## config.mk

```make
export PLATFORM = sky130hd
export DESIGN_NAME = bt_icache
export DESIGN_NICKNAME = d
export VERILOG_FILES = /design/src/rtl/bt_icache.sv
export SDC_FILE = /design/constraint.sdc
export NUM_CORES = 2
export LEC_CHECK = 0
export ABC_AREA = 1
export BUFFER_PORTS_ARGS = -buffer_cell sky130_fd_sc_hd__clkbuf_2
export CORE_MARGIN = 1
export CORE_UTILIZATION = 25
export CTS_BUF_LIST = sky130_fd_sc_hd__clkbuf_4
export DETAILED_ROUTE_END_ITERATION = 6
export PLACE_DENSITY = 0.51
export SKIP_LAST_GASP = 1
export SYNTH_ARGS = -nofsm -noshare
export SYNTH_HDL_FRONTEND = slang
export SYNTH_SLANG_ARGS = --single-unit
```

## constraint.sdc

```tcl
create_clock -name clk -period 3.2 [get_ports clk]
set_clock_uncertainty 0.2 [all_clocks]
set_input_delay 0.16 -clock clk [delete_from_list [all_inputs] [get_ports clk]]
set_output_delay 0.16 -clock clk [all_outputs]
set_load 0.01 [all_outputs]
```

## src/rtl/bt_icache.sv

```systemverilog
module bt_icache #(
  parameter int AW      = 16,
  parameter int DW      = 32,
  parameter int RUN     = 4,
  parameter int ENTRIES = 8
) (
  input  logic          clk,
  input  logic          rst_n,
  input  logic          flush,
  input  logic          redirect,
  input  logic [AW-1:0] redirect_pc,
  input  logic          pipe_empty,
  input  logic          code_wr,
  input  logic [AW-1:0] code_wr_addr,
  output logic          mem_req,
  output logic [AW-1:0] mem_addr,
  input  logic          mem_valid,
  input  logic [DW-1:0] mem_data,
  output logic          fetch_valid,
  output logic [AW-1:0] fetch_pc,
  output logic [DW-1:0] fetch_instr
);
  // RUN and ENTRIES are powers of two, at least 2
  localparam int IW = $clog2(ENTRIES);
  localparam int CW = $clog2(RUN);

  logic [ENTRIES-1:0] valid, match, covered;
  logic [AW-1:0]      tag  [ENTRIES];
  logic [DW-1:0]      data [ENTRIES][RUN];
  logic [IW-1:0]      rr, hit_idx, play_idx, fill_idx;
  logic [CW-1:0]      play_cnt, fill_cnt;
  logic               play_on, fill_on, hit, alloc, take_mem;
  logic [AW-1:0]      stream_pc, out_pc;
  logic [DW-1:0]      out_w;
  logic               out_v;

  for (genvar g = 0; g < ENTRIES; g++) begin : g_ent
    assign match[g]   = valid[g] && (tag[g] == redirect_pc);
    assign covered[g] = AW'(code_wr_addr - tag[g]) < AW'(RUN);
  end

  always_comb begin
    hit_idx = '0;
    for (int i = 0; i < ENTRIES; i++)
      if (match[i]) hit_idx = IW'(i);
  end

  assign hit      = redirect && !flush && (|match);
  assign alloc    = redirect && !flush && !(|match) && pipe_empty;
  assign take_mem = mem_valid && !redirect && !play_on;
  assign mem_req  = redirect;
  assign mem_addr = hit ? redirect_pc + AW'(RUN) : redirect_pc;

  assign fetch_valid = out_v;
  assign fetch_pc    = out_pc;
  assign fetch_instr = out_w;

  always_ff @(posedge clk) begin
    if (alloc) tag[rr] <= redirect_pc;
    if (fill_on && take_mem) data[fill_idx][fill_cnt] <= mem_data;
  end

  always_ff @(posedge clk or negedge rst_n) begin
    if (!rst_n) begin
      valid     <= '0;
      rr        <= '0;
      play_on   <= 1'b0;
      play_idx  <= '0;
      play_cnt  <= '0;
      fill_on   <= 1'b0;
      fill_idx  <= '0;
      fill_cnt  <= '0;
      stream_pc <= '0;
      out_v     <= 1'b0;
      out_pc    <= '0;
      out_w     <= '0;
    end else begin
      out_v <= 1'b0;
      if (redirect) begin
        play_on   <= hit;
        play_idx  <= hit_idx;
        play_cnt  <= CW'(1);
        stream_pc <= mem_addr;
        fill_on   <= alloc;
        fill_idx  <= rr;
        fill_cnt  <= '0;
        if (hit) begin
          out_v  <= 1'b1;
          out_pc <= redirect_pc;
          out_w  <= data[hit_idx][0];
        end
        if (alloc) begin
          valid[rr] <= 1'b0;
          rr        <= rr + 1'b1;
        end
      end else if (play_on) begin
        out_v    <= 1'b1;
        out_pc   <= out_pc + 1'b1;
        out_w    <= data[play_idx][play_cnt];
        play_cnt <= play_cnt + 1'b1;
        if (play_cnt == CW'(RUN - 1)) play_on <= 1'b0;
      end else if (mem_valid) begin
        out_v     <= 1'b1;
        out_pc    <= stream_pc;
        out_w     <= mem_data;
        stream_pc <= stream_pc + 1'b1;
        if (fill_on) begin
          fill_cnt <= fill_cnt + 1'b1;
          if (fill_cnt == CW'(RUN - 1)) begin
            fill_on         <= 1'b0;
            valid[fill_idx] <= 1'b1;
          end
        end
      end
      if (code_wr) begin
        for (int i = 0; i < ENTRIES; i++)
          if (covered[i]) valid[i] <= 1'b0;
        if (!redirect && fill_on && covered[fill_idx]) fill_on <= 1'b0;
      end
      if (flush) begin
        valid   <= '0;
        fill_on <= 1'b0;
      end
    end
  end

  a_r2_miss_goes_quiet: assert property (@(posedge clk) disable iff (!rst_n)
    (redirect && !hit) |=> !fetch_valid);

  a_r3_hit_serves_target: assert property (@(posedge clk) disable iff (!rst_n)
    (redirect && hit) |=> (fetch_valid && fetch_pc == $past(redirect_pc)));

  a_r4_busy_pipe_no_fill: assert property (@(posedge clk) disable iff (!rst_n)
    (redirect && !pipe_empty) |=> !fill_on);

  a_r5_fill_starts_on_redirect: assert property (@(posedge clk) disable iff (!rst_n)
    $rose(fill_on) |-> $past(redirect));

  a_r7_single_match: assert property (@(posedge clk) disable iff (!rst_n)
    $onehot0(match));

  a_r8_flush_empties: assert property (@(posedge clk) disable iff (!rst_n)
    flush |=> (valid == '0));

  a_r11_pc_consecutive: assert property (@(posedge clk) disable iff (!rst_n)
    (fetch_valid && $past(fetch_valid) && !$past(redirect)) |-> fetch_pc == $past(fetch_pc) + 1'b1);
endmodule

```

==> flow_summary.yaml <==
run_status:
  status: "complete, but fails checks"
  violations: "design-rule violations, negative setup slack"
power:
  ir_worst_vdd_mv: 0.420
  power.internal_w: 0.0268
  clkPwrFrac: 0.381
  p_seq_frac: 0.491
  comb_power_share: 0.128
  power.density_nw_per_um2: 475
  netSwitchingFraction: 0.275
  p_leak_nw: 30.4
  switchingPower_w: 0.0101
  p_total_w: 0.0369
synthesis:
  muxShareOfSynthArea: 0
  synth_seq_area_share: 0.583
  async_flop_share: 0.0710
  yosysUniqueCellTypes: 57
  avgSynthCellArea_sq_um: 9.46
  synth_fa_ha_area_frac: 0.0240
  netlist_area_sq_um: 63200
  synth_top_family_by_area: "simple AND/OR/NAND/NOR gates"
  synth_fp_nets: 6866
  synth_ff_type: "edfxtp_1"
  synth-compound-area-share: 0.117
  yosys.area_share.simple: 0.196
  yosysWarnings: 0
  synthXorXnorAreaFrac: 0.0158
  ys_ff_latch: 1240
  syn-instance-count: 6674
  synth_edf_count: 1152
timing:
  rsz0062_at_grt: "yes"
  slew_viol_final: 0
  max_freq_mhz: 249
  fin_crit_ps: 4020
  hold_violations: 0
  finalCritPeriodShare: 1.26
  setup_slack_ps: -819
  setup_viol: 14
  slew_headroom: 0.192
  tightest_slew_ps: 1210
final_layout:
  final_common_cell: "nand2_1"
  post-route-util: 0.310
  final_nets: 7603
  drive_gt1_frac: 0.168
  syn2layout_area_growth_pct: 23.2
  layout_common_cells: "nand2_1 (1158), edfxtp_1 (1152), nor2_1 (803), o21ai_0 (691), inv_1 (637)"
clocking:
  clk_latency_ps: 1460
  clk_pin_slew_ps: 80
  clkSinkCount: 1240
  cts_tree: "yes"
  cts_buffer_depth: 4
  cts_root_buffer: "clkbuf_4"
  cts_buffers: 351
  h-tree-depth: 5
grt:
  busiest_layer: "met2"
  grt_pass1_wl_um: 351000
  track_usage: 0.184
  use_met3: 0.0298
  gr-usage-met1: 0.248
  grt_start_max_net_pins: 84
  overflow: 0
  grt_pass1_vias: 52500
  antenna_found_initial: 22
  use_met2: 0.293
floorplanning:
  start_util: 0.251
  coreArea_sq_um: 251000
  pin_count: 137
  dieArea_sq_um: 255000
  die_w_um: 505
  rows: 184
  die_h_um: 505
route:
  wl_um: 241000
  ant_nets: 0
  dr.pass1.iters: 7
  drt_iter0_drc: 4964
  vias: 54000
  wl_per_cell_um: 21.9
  post-route-drc-count: 4
  viasPerCell: 4.91
setup_path:
  worstPathMaxFanout: 4
  cp.arrival_ps: 3660
  criticalPathCategory: "input pin to primary output"
  r2r_end: "fetch_instr[19]"
  cp.required_ps: 2840
  cp.buffers_inverters: 8
  worstRegToRegCells: 17
  cp-endpoint: "mem_addr[8]"
  path_cells: "clkbuf_2 -> dlygate4sd3_1 -> buf_4 -> dlygate4sd3_1 -> nor2_1 -> inv_1 -> nand2_1 -> nor2_1 -> nand3_1 -> nor3_1 -> nand3_1 -> nor3b_2 -> nand3_4 -> buf_6 -> nand4_1 -> xor2_1 -> buf_4 -> buf_6"
  critPathSlowestCell: "dlygate4sd3_1"
  reg2reg_setup_slack_ps: 40
  crit_family: "buffers and inverters"
  crit_path_max_incr_delay_ps: 740
  cp_num_cells: 18
  cp-end-kind: "primary output"
  rr_startpoint: "tag[7][1]"
  startpoint: "redirect_pc[1]"
  cp-start-kind: "input pin"
placement:
  io_buffers: 136
  dp_hpwl_um: 153000
  gp_congestion: 0.920
worst_hold_path:
  min_path_cells: 13
  hold_class: "input pin to flip-flop"
run:
  maxCapViolCount: 0
[final cells by class]
type	instances	area (sq um)
clock buffers	504	3780
inverters	676	2560
multi-input cells	4426	23200
fillers	26100	173000
clock inverters	65	310
well taps	3348	4190
repair buffers	716	6970
diodes	9	22.5
flip-flops and latches	1240	36800
[kinds of logic after synthesis]
logic type      Yosys count
compound gates         1306
xor+xnor                112
fa+ha+maj               121
buf+inv                1008
flops                  1240
simple gates           2887
[tightest hold or removal path, stage by stage]
cell	delay (ps)
clkbuf_2	240
nand2_1	160
nand2_1	90
nor3_1	50
nand4_1	120
buf_4	200
a31oi_4	130
buf_12	140
buf_4	160
nand2_1	60
nand3_1	80
nand2_1	70
inv_1	30
[per-layer routing]
metal  up-vias  share of wire
li1      24900              -
met1     26400           0.44
met2      2232           0.46
met3       459          0.067
met4        12          0.036
met5         -        0.00034
[state kept, by name, summed over array words and instances, names as in the netlist]
signal       cells
fill_idx         3
tag            128
fill_on          1
play_cnt         2
play_idx         3
valid            8
play_on          1
data          1024
fetch_instr     32
fetch_valid      1
stream_pc       16
fetch_pc        16
rr               3
fill_cnt         2
[power by group through the flow]
| stage | combinational, W | clock (W) | sequential [W] |
|---|---|---|---|
| after floorplan | 0.00240 | 0 | 0.0184 |
| after global placement | 0.00433 | 0 | 0.0185 |
| after detailed placement | 0.00434 | 0 | 0.0185 |
| after CTS | 0.00463 | 0.0144 | 0.0181 |
| after global routing | 0.00517 | 0.0152 | 0.0181 |
| final | 0.00473 | 0.0141 | 0.0181 |
[synth_stat cells, types with 21 or more instances]
| library cell | n | area [sq um] |
|---|---|---|
| nand3b_1 | 83 | 623 |
| dfrtp_1 | 88 | 2200 |
| xor2_1 | 78 | 683 |
| o211ai_1 | 26 | 195 |
| or2_0 | 24 | 150 |
| ha_1 | 121 | 1510 |
| buf_2 | 70 | 350 |
| a21oi_1 | 250 | 1250 |
| o21ai_0 | 699 | 3500 |
| xnor2_1 | 32 | 280 |
| nand3_1 | 484 | 2420 |
| o22ai_1 | 120 | 751 |
| buf_4 | 26 | 195 |
| clkbuf_1 | 208 | 781 |
| edfxtp_1 | 1152 | 34600 |
| nor3_1 | 81 | 405 |
| nand2_1 | 1199 | 4500 |
| nand4_1 | 93 | 582 |
| inv_1 | 659 | 2470 |
| nor2_1 | 853 | 3200 |
| o221ai_1 | 111 | 972 |
| o21bai_1 | 34 | 255 |
| nor4_1 | 21 | 131 |
[through the flow]
step	area, sq um	setup WS, ps	TNS (ps)	std cells	hold slack, ps
CTS	77200	-898	-10910	11000	-1.68
detailed placement	70800	-39.1	-39.1	10200	65.4
finish	77800	-819	-9350	11000	77.6
global route	77800	-979	-13350	11000	15.2
floorplan	63200	220	0	6674	-336
global placement	70800	3.34	0	10200	74.2
[how the worst min path moves through the flow]
stage                         startpoint         endpoint
final                     redirect_pc[0]  fetch_instr[29]
after global routing      redirect_pc[0]  fetch_instr[22]
after global placement             rst_n   fetch_instr[2]
after floorplan                    rst_n   fetch_instr[0]
after detailed placement           rst_n   fetch_instr[2]
after CTS                 redirect_pc[5]      fetch_pc[5]
[repair_timing]
action / 4_1_cts / 5_1_grt
endpoints found under the hold margin: 2364 / 5
hold buffers: 177 / 1
pin swaps: 21 / 42
endpoints found under the setup margin: 14 / 176
setup buffers: 21 / 21
gates cloned: 0 / 1
gates resized for setup: 75 / 131
Note: power is estimated with default switching activity, not from simulation.
